## src/rtl/rcv_pkg.sv

```systemverilog
package rcv_pkg;
    typedef enum logic [1:0] {
        ST_IDLE   = 2'd0,
        ST_DRIVE  = 2'd1,
        ST_WAIT   = 2'd2,
        ST_REPORT = 2'd3
    } seq_state_t;
endpackage

```

## src/rtl/rcv_return_sync.sv

```systemverilog
module rcv_return_sync #(
    parameter int N_POINTS = 8
) (
    input  logic                clk,
    input  logic                rst_n,
    input  logic [N_POINTS-1:0] line_in,
    output logic [N_POINTS-1:0] rise
);
    for (genvar g = 0; g < N_POINTS; g++) begin : g_pt
        logic meta_q, sync_q, hist_q;
        always_ff @(posedge clk or negedge rst_n) begin
            if (!rst_n) begin
                meta_q <= 1'b0;
                sync_q <= 1'b0;
                hist_q <= 1'b0;
            end else begin
                meta_q <= line_in[g];
                sync_q <= meta_q;
                hist_q <= sync_q;
            end
        end
        assign rise[g] = sync_q & ~hist_q;

        AST_EDGE_SINGLE: assert property (@(posedge clk) disable iff (!rst_n)
            rise[g] |=> !rise[g]);
    end
endmodule

```

## src/rtl/rcv_drive_bank.sv

```systemverilog
module rcv_drive_bank #(
    parameter int N_POINTS = 8,
    localparam int IDX_W = (N_POINTS > 1) ? $clog2(N_POINTS) : 1
) (
    input  logic                clk,
    input  logic                rst_n,
    input  logic                wr_en,
    input  logic [IDX_W-1:0]    wr_idx,
    input  logic                wr_val,
    output logic [N_POINTS-1:0] drive
);
    for (genvar g = 0; g < N_POINTS; g++) begin : g_ff
        always_ff @(posedge clk or negedge rst_n) begin
            if (!rst_n)
                drive[g] <= 1'b0;
            else if (wr_en && (wr_idx == IDX_W'(g)))
                drive[g] <= wr_val;
        end
    end

    AST_DRIVE_HOLD: assert property (@(posedge clk) disable iff (!rst_n)
        !wr_en |=> $stable(drive));
    AST_ONE_BIT_MOVES: assert property (@(posedge clk) disable iff (!rst_n)
        $countones(drive ^ $past(drive)) <= 1);
endmodule

```

## src/rtl/rcv_lowest_set.sv

```systemverilog
module rcv_lowest_set #(
    parameter int N_POINTS = 8,
    localparam int IDX_W = (N_POINTS > 1) ? $clog2(N_POINTS) : 1
) (
    input  logic [N_POINTS-1:0] vec,
    output logic                any,
    output logic [IDX_W-1:0]    idx
);
    always_comb begin
        any = 1'b0;
        idx = '0;
        for (int i = N_POINTS - 1; i >= 0; i--) begin
            if (vec[i]) begin
                any = 1'b1;
                idx = IDX_W'(i);
            end
        end
    end
endmodule

```

## src/rtl/rcv_seq.sv

```systemverilog
module rcv_seq
    import rcv_pkg::*;
#(
    parameter int N_POINTS = 8,
    parameter int WIN_W    = 8,
    localparam int IDX_W = (N_POINTS > 1) ? $clog2(N_POINTS) : 1
) (
    input  logic                clk,
    input  logic                rst_n,
    input  logic                req_valid,
    input  logic [IDX_W-1:0]    req_point,
    input  logic                req_operate,
    input  logic [WIN_W-1:0]    win_cycles,
    input  logic [N_POINTS-1:0] rise,
    output logic                req_ready,
    output logic                wr_en,
    output logic [IDX_W-1:0]    wr_idx,
    output logic                wr_val,
    output logic [N_POINTS-1:0] watch_mask,
    output logic                rpt_valid,
    output logic                rpt_pass,
    output logic [IDX_W-1:0]    rpt_point,
    output logic                rpt_operate
);
    seq_state_t       st_q, st_d;
    logic [WIN_W-1:0] cnt_q, win_q;
    logic [IDX_W-1:0] pt_q;
    logic             op_q, pass_q;
    logic             take, hit, expire;

    assign take   = (st_q == ST_IDLE) && req_valid;
    assign hit    = (st_q == ST_WAIT) && rise[pt_q];
    assign expire = (st_q == ST_WAIT) && !rise[pt_q] && (cnt_q == '0);

    always_comb begin
        st_d = st_q;
        unique case (st_q)
            ST_IDLE:   if (take) st_d = ST_DRIVE;          // ACCEPT
            ST_DRIVE:  st_d = ST_WAIT;                     // ARM
            ST_WAIT:   if (hit || expire) st_d = ST_REPORT; // CONFIRM / EXPIRE
            ST_REPORT: st_d = ST_IDLE;                     // RETIRE
        endcase
    end

    always_ff @(posedge clk or negedge rst_n) begin
        if (!rst_n) begin
            st_q   <= ST_IDLE;
            cnt_q  <= '0;
            win_q  <= '0;
            pt_q   <= '0;
            op_q   <= 1'b0;
            pass_q <= 1'b0;
        end else begin
            st_q <= st_d;
            if (take) begin
                cnt_q <= win_cycles;
                win_q <= win_cycles;
                pt_q  <= req_point;
                op_q  <= req_operate;
            end else if (st_q == ST_WAIT) begin
                if (hit)
                    pass_q <= 1'b1;
                else if (expire)
                    pass_q <= 1'b0;
                else
                    cnt_q <= cnt_q - 1'b1;
            end
        end
    end

    always_comb begin
        req_ready   = 1'b0;
        wr_en       = 1'b0;
        watch_mask  = '0;
        rpt_valid   = 1'b0;
        unique case (st_q)
            ST_IDLE:   req_ready = 1'b1;
            ST_DRIVE:  wr_en = 1'b1;
            ST_WAIT:   watch_mask[pt_q] = 1'b1;
            ST_REPORT: rpt_valid = 1'b1;
        endcase
        wr_idx      = pt_q;
        wr_val      = op_q;
        rpt_pass    = pass_q;
        rpt_point   = pt_q;
        rpt_operate = op_q;
    end

    AST_REPORT_PULSE: assert property (@(posedge clk) disable iff (!rst_n)
        rpt_valid |=> !rpt_valid);
    AST_WINDOW_BOUND: assert property (@(posedge clk) disable iff (!rst_n)
        (st_q == ST_WAIT) |-> (cnt_q <= win_q));
    AST_BUSY_NO_TAKE: assert property (@(posedge clk) disable iff (!rst_n)
        (st_q != ST_IDLE) |=> $stable(pt_q) || (st_q == ST_IDLE));
endmodule

```

## src/rtl/relay_cmd_verifier.sv

```systemverilog
module relay_cmd_verifier #(
    parameter int N_POINTS = 8,
    parameter int WIN_W    = 8,
    localparam int IDX_W = (N_POINTS > 1) ? $clog2(N_POINTS) : 1
) (
    input  logic                clk,
    input  logic                rst_n,
    input  logic                req_valid,
    output logic                req_ready,
    input  logic [IDX_W-1:0]    req_point,
    input  logic                req_operate,
    input  logic [WIN_W-1:0]    win_cycles,
    output logic [N_POINTS-1:0] relay_drive,
    input  logic [N_POINTS-1:0] conf_pulse,
    output logic                rpt_valid,
    output logic                rpt_pass,
    output logic [IDX_W-1:0]    rpt_point,
    output logic                rpt_operate,
    output logic                spur_valid,
    output logic [IDX_W-1:0]    spur_point
);
    logic [N_POINTS-1:0] rise, watch_mask, stray;
    logic                wr_en, wr_val, stray_any;
    logic [IDX_W-1:0]    wr_idx, stray_idx;

    rcv_return_sync #(.N_POINTS(N_POINTS)) u_sync (
        .clk(clk), .rst_n(rst_n), .line_in(conf_pulse), .rise(rise)
    );

    rcv_seq #(.N_POINTS(N_POINTS), .WIN_W(WIN_W)) u_seq (
        .clk(clk), .rst_n(rst_n),
        .req_valid(req_valid), .req_point(req_point), .req_operate(req_operate),
        .win_cycles(win_cycles), .rise(rise), .req_ready(req_ready),
        .wr_en(wr_en), .wr_idx(wr_idx), .wr_val(wr_val), .watch_mask(watch_mask),
        .rpt_valid(rpt_valid), .rpt_pass(rpt_pass),
        .rpt_point(rpt_point), .rpt_operate(rpt_operate)
    );

    rcv_drive_bank #(.N_POINTS(N_POINTS)) u_bank (
        .clk(clk), .rst_n(rst_n), .wr_en(wr_en), .wr_idx(wr_idx),
        .wr_val(wr_val), .drive(relay_drive)
    );

    assign stray = rise & ~watch_mask;

    rcv_lowest_set #(.N_POINTS(N_POINTS)) u_low (
        .vec(stray), .any(stray_any), .idx(stray_idx)
    );

    always_ff @(posedge clk or negedge rst_n) begin
        if (!rst_n) begin
            spur_valid <= 1'b0;
            spur_point <= '0;
        end else begin
            spur_valid <= stray_any;
            spur_point <= stray_idx;
        end
    end

    AST_REPORT_MATCHES_DRIVE: assert property (@(posedge clk) disable iff (!rst_n)
        rpt_valid |-> (relay_drive[rpt_point] == rpt_operate));
    AST_READY_LOW_IN_REPORT: assert property (@(posedge clk) disable iff (!rst_n)
        rpt_valid |-> !req_ready);
endmodule

```

## config.mk

```make
export PLATFORM = sky130hd
export DESIGN_NAME = relay_cmd_verifier
export DESIGN_NICKNAME = d
export VERILOG_FILES = /design/src/rtl/rcv_pkg.sv /design/src/rtl/rcv_return_sync.sv /design/src/rtl/rcv_drive_bank.sv /design/src/rtl/rcv_lowest_set.sv /design/src/rtl/rcv_seq.sv /design/src/rtl/relay_cmd_verifier.sv
export SDC_FILE = /design/constraint.sdc
export NUM_CORES = 1
export LEC_CHECK = 0
export ABC_AREA = 0
export BUFFER_PORTS_ARGS = -buffer_cell sky130_fd_sc_hd__buf_2
export CAP_MARGIN = 10
export CELL_PAD_IN_SITES_DETAIL_PLACEMENT = 0
export CELL_PAD_IN_SITES_GLOBAL_PLACEMENT = 1
export CORE_MARGIN = 2
export CORE_UTILIZATION = 40
export CTS_BUF_LIST = sky130_fd_sc_hd__clkbuf_4 sky130_fd_sc_hd__clkbuf_8
export DETAILED_ROUTE_END_ITERATION = 8
export GPL_TIMING_DRIVEN = 0
export PLACE_DENSITY_LB_ADDON = 0.1
export SETUP_SLACK_MARGIN = 0.5
export SLEW_MARGIN = 40
export SYNTH_ARGS = -nofsm -noshare
export SYNTH_HDL_FRONTEND = slang
export SYNTH_HIERARCHICAL = 1
export SYNTH_SLANG_ARGS = --single-unit
```

## constraint.sdc

```tcl
create_clock -name clk -period 3.2 [get_ports clk]
set_clock_uncertainty 0.1 [all_clocks]
set_input_delay 0.48 -clock clk [delete_from_list [all_inputs] [get_ports clk]]
set_output_delay 0.48 -clock clk [all_outputs]
set_load 0.01 [all_outputs]
```

# == Word-level counts from Yosys, hierarchy flattened ==
# Cells that the tools add are included.
# totals
in_bits,23
out_inout_bits,19
word_cells,131
register_bits,51
# classes
bitwise,19
n_mux,33
add_sub_neg,1
reduce_logical,23
eq_ne,14
magnitude_cmp,2
# ops
operator,n
8-bit 2-to-1 mux,5
3-bit 2-to-1 mux,8
1-bit 2-to-1 mux,15
1-bit logical AND,13
3-bit == test (second input constant),4
1-bit NOT,9
1-bit AND,8
8-bit AND,1
8-bit zero test,1
2-bit by 1-bit inequality test with 1-bit output (second input constant),4
8-bit NOT,1
2-bit case mux with 4 select lines,1
8-bit by 1-bit subtractor with 8-bit output (second input constant),1
3-bit by 2-bit == test with 1-bit output (second input constant),2
3-bit AND reduction,2
2-bit == test (second input constant),2
3-bit by 4-bit < comparator with 1-bit output (second input constant),1
2-bit 2-to-1 mux,2
2-bit nonzero test,2
1-bit binary-select mux with 3-bit select,1
1-bit demux with 3-bit select,1
3-bit by 1-bit == test with 1-bit output (second input constant),1
3-bit by 1-bit >= comparator with 1-bit output (second input constant),1
3-bit zero test,1
other kinds (5),5

# == Longest topological paths before layout ==
# depth
word_depth,15
mapped_depth,9
depth_no_buf,8

# == By module ==
# Netlist, hierarchy kept.
# modules_own_cells
module,n_inst,seq_area_each_um2,area_each_um2,cells_each
rcv_seq,1,375.4,1099.8,128
rcv_return_sync,1,600.6,710.7,32
rcv_drive_bank,1,200.2,386.6,24
relay_cmd_verifier,1,100.1,210.2,12
rcv_lowest_set,1,0.0,80.1,13

# == Least setup slack after synthesis ==
# OpenSTA, ideal clock, no wires.
# synth_timing
kind,register to register
startpoint,reg u_seq.cnt_q[4]
endpoint,reg u_seq.st_q[1]
path_stages_with_launch,6
t_arrival_ns,2.028
setup_time_ns,0.128
path_buffers,1
setup_slack_ns,0.944
required_ns,2.972
period_less_slack_ns,2.256
cell_sequence,dfrtp_1 > or4_4 > or4b_4 > buf_6 > a31oi_4 > mux2_1
# synth_between
elab_chain_len,5
# synth_lines
item,line_no,text
start: declaration,rcv_seq.sv:26,"logic [WIN_W-1:0] cnt_q, win_q;"
start signal: assignment,rcv_seq.sv:56,cnt_q <= win_cycles;
start signal: assignment,rcv_seq.sv:66,cnt_q <= cnt_q - 1'b1;
8-bit zero test,rcv_seq.sv:33,assign expire = (st_q == ST_WAIT) && !rise[pt_q] && (cnt_q == '0);
1-bit logical AND,rcv_seq.sv:33,
1-bit logical OR,rcv_seq.sv:40,ST_WAIT: if (hit || expire) st_d = ST_REPORT;
2-bit by 1-bit inequality test with 1-bit output (no source line),-,
2-bit AND reduction (no source line),-,
end signal: assignment,rcv_seq.sv:54,st_q <= st_d;
end: declaration,rcv_seq.sv:25,"seq_state_t st_q, st_d;"
# No other way between the ends.
# A chain may end at the register's enable or synchronous reset.

# == Final worst setup path ==
# Same ends and word-level chain as after synthesis.

==> flow_metrics.py <==
metrics = {
    "outcome": {
        "status": "finished clean",
    },
    "sta": {
        "drv_slew": 0,
        "fmax_ghz": 0.4254,
        "setup_violations": 0,
        "period_share": 0.7345,
        "final_hold_viol_count": 0,
        "tightestPinTransition_ps": 629.6,
        "finalCriticalPeriod_ps": 2350,
        "slew_headroom": 0.5803,
        "fin_setup_tns_ps": 0,
        "grt_setup_unrepaired": "no",
    },
    "setup_path": {
        "endpoint_kind": "register",
        "rr_worst_depth": 5,
        "worstReg2RegStart": "u_seq/cnt_q[4]",
        "critPathKind": "reg2reg",
        "reg2reg_to": "u_seq/st_q[1]",
        "critical_path.startpoint_type": "register",
        "critical_path.max_fanout": 9,
        "cp.arrival_ps": 2430,
        "crit_required_ps": 3280,
        "r2r_setup_slack_ps": 850,
    },
    "detailed_routing": {
        "ant_nets": 0,
        "met3WireLength_um": 204,
        "wl_met2_mm": 2.062,
        "first_pass_iters": 4,
        "dr.max_layer_used": "met4",
        "wire_per_inst_um": 13.86,
        "wl_met1_mm": 2.272,
        "remaining_drc_errors": 0,
        "vias": 1650,
        "drt_iter0_drc": 66,
        "avgViaCountPerCell": 4.970,
        "drt-total-wl_mm": 4.601,
    },
    "yosys": {
        "syn_inst": 209,
        "yosysMostFrequentCell": "dfrtp_1",
        "synth_nets": 239,
        "syn_area_um2": 2487,
        "yosysSeqAreaShare": 0.5131,
        "ys.flop_type": "dfrtp_1",
        "synthTopCellsByArea": "dfrtp_1, nor2b_4, nand2_1",
        "ys_warn_count": 6,
        "async_flop_share": 1.000,
        "ys_ff_latch": 51,
        "synth.distinct_cells": 44,
        "yosysTopAreaCellShare": 0.5131,
        "synth_edf_count": 0,
        "avgSynthCellArea_um2": 11.90,
        "yosysTopAreaCell": "dfrtp_1",
        "synth_common_cells": "dfrtp_1, nand2_1, nor2_1, nor2b_4, mux2_2",
    },
    "power": {
        "ir_worst_vdd_mv": 0.2669,
        "p_int_uw": 1511,
        "p_per_area_nw_per_um2": 825.6,
        "p_comb_frac": 0.421,
        "switching_share": 0.3677,
        "p_sw_uw": 879.0,
        "pwr-share-seq": 0.397,
        "leakage_uw": 0.001354,
        "p_clk_frac": 0.182,
    },
    "global_routing": {
        "grt_pass1_vias": 1656,
        "grt.total_usage": 0.1464,
        "antenna_found_initial": 0,
        "grt_start_max_net_pins": 52,
        "grt_pass1_wl_mm": 8.128,
        "overflow": 0,
    },
    "floorplan": {
        "ios": 42,
        "core_um2": 5956,
        "die_area_um2": 6865,
        "die_w_um": 82.86,
        "rows": 28,
        "initial_core_util": 0.4176,
        "die_y_um": 82.86,
    },
    "layout": {
        "nets": 287,
        "areaGrowthSynthToFinish_pct": 16.40,
        "multi_input_area_um2": 1124,
        "diodes": 0,
        "drive_gt1_frac": 0.3463,
        "register_area_um2": 1276,
        "postLayoutCoreUtil": 0.4861,
        "fill_cells": 554,
    },
    "cts": {
        "post_cts_buffers": 0,
        "cts_tree": "done",
        "clockBufferDepth": 2,
        "hold_buffers": 0,
        "htree_levels": 2,
        "insertion_delay_ps": 300,
        "cts_resized": 0,
        "cts_made_buffers": 5,
        "numClockSinks": 51,
        "cts_root_buf": "clkbuf_8",
        "cts.clk_slew.worst_paths_ps": 90,
    },
    "placement": {
        "routabilityCongestion": 0.7581,
        "portBuffers": 41,
        "hpwl_mm": 3.273,
    },
    "run": {
        "maxCapViolations": 0,
    },
    "worst_hold_path": {
        "min_path_type": "in2async",
    },
}
cell usage in the layout (no fill, tap or decap), types with 2 or more instances in the layout:
cell type  netlist  routed
clkbuf_8         0       5
mux2_2           8       8
nor4_1           3       3
nand4b_1         5       5
nor2b_4         17      17
inv_1            5       5
dfrtp_1         51      51
buf_4            4       5
or4_1            2       2
nor2_1          19      19
and2_1           2       2
and4bb_1         3       3
o211ai_1         3       3
o41ai_1          3       3
buf_2            1      41
a31oi_1          4       4
mux2_4           3       3
o21ai_0          4       4
a21oi_1          2       2
nand3_1          3       3
nand4_1          3       3
nand2_1         27      27
ha_1             7       7
nor2b_1          3       3
buf_6            2       2
clkbuf_1         3       3
nand2b_1         3       3
nor3_1           2       2
per-layer routing:
metal / up-vias / global-route usage
met5: - / 0
li1: 828 / -
met2: 40 / 0.2148
met4: 0 / 0.04918
met3: 7 / 0.03479
met1: 775 / 0.2130
sequential cells by signal, summed over array words and instances, names as in the netlist, 2 cells and up:
name,flops
u_sync/g_pt.hist_q,8
u_bank/drive,8
u_seq/cnt_q,8
spur_point,3
u_sync/g_pt.meta_q,8
u_seq/st_q,2
u_sync/g_pt.sync_q,8
u_seq/rpt_point,3
worst max path at each step:
stage	startpoint	slack, ps	cells past startpoint	endpoint
after detailed placement	u_seq/cnt_q[4]	860	5	u_seq/st_q[1]
final	u_seq/cnt_q[4]	850	5	u_seq/st_q[1]
after global placement	u_seq/cnt_q[4]	860	5	u_seq/st_q[1]
after CTS	u_seq/cnt_q[4]	840	5	u_seq/st_q[1]
after global routing	u_seq/rpt_point[0]	720	7	u_seq/cnt_q[0]
after floorplan	u_seq/cnt_q[4]	940	5	u_seq/st_q[1]
layout make-up:
type | count | area share
Sequential cell | 51 | 0.4408
Multi-Input combinational cell | 143 | 0.3881
Timing Repair Buffer | 41 | 0.07174
Tap cell | 75 | 0.03241
Clock buffer | 6 | 0.02636
Buffer | 10 | 0.02377
Clock inverter | 1 | 0.01037
Inverter | 5 | 0.006482
stage by stage:
step | setup slack, ps | instances | power [uW] | instance area [um^2] | hold WS, ps
final | 849.5 | 332 | 2390 | 2895 | 101.4
after floorplan | 944.3 | 209 | 1681 | 2487 | 84.41
after detailed placement | 860.2 | 325 | 1982 | 2789 | 234.7
after global routing | 721.4 | 332 | 2607 | 2895 | 137.6
after global placement | 863.4 | 325 | 1969 | 2786 | 233.1
after CTS | 842.7 | 332 | 2434 | 2895 | 119.5
power groups by stage:
stage               clock network, uW  registers (uW)  logic [uW]
floorplan                           0             979         702
finish                            435             949        1010
detailed placement                  0             965        1020
global route                      488             978        1140
CTS                               462             952        1020
global placement                    0             962        1010
cell families (layout without fill, tap and decap cells):
group | count (synthesis) | after routing | share of synthesized area
muxes | 13 | 13 | 0.06288
adders and majority gates | 7 | 7 | 0.03521
buffers and inverters | 15 | 63 | 0.03521
and+or+nand+nor | 99 | 99 | 0.2787
AOI/OAI and AO/OA | 24 | 24 | 0.07495
DFF | 51 | 51 | 0.5131
critical path, cell delays in order, from the launching register on:
cell and delay, ps:
dfrtp_1 410, or4_4 570, or4b_4 490, buf_6 160
a31oi_4 170, mux2_1 340
(Power assumes the default switching activity.)
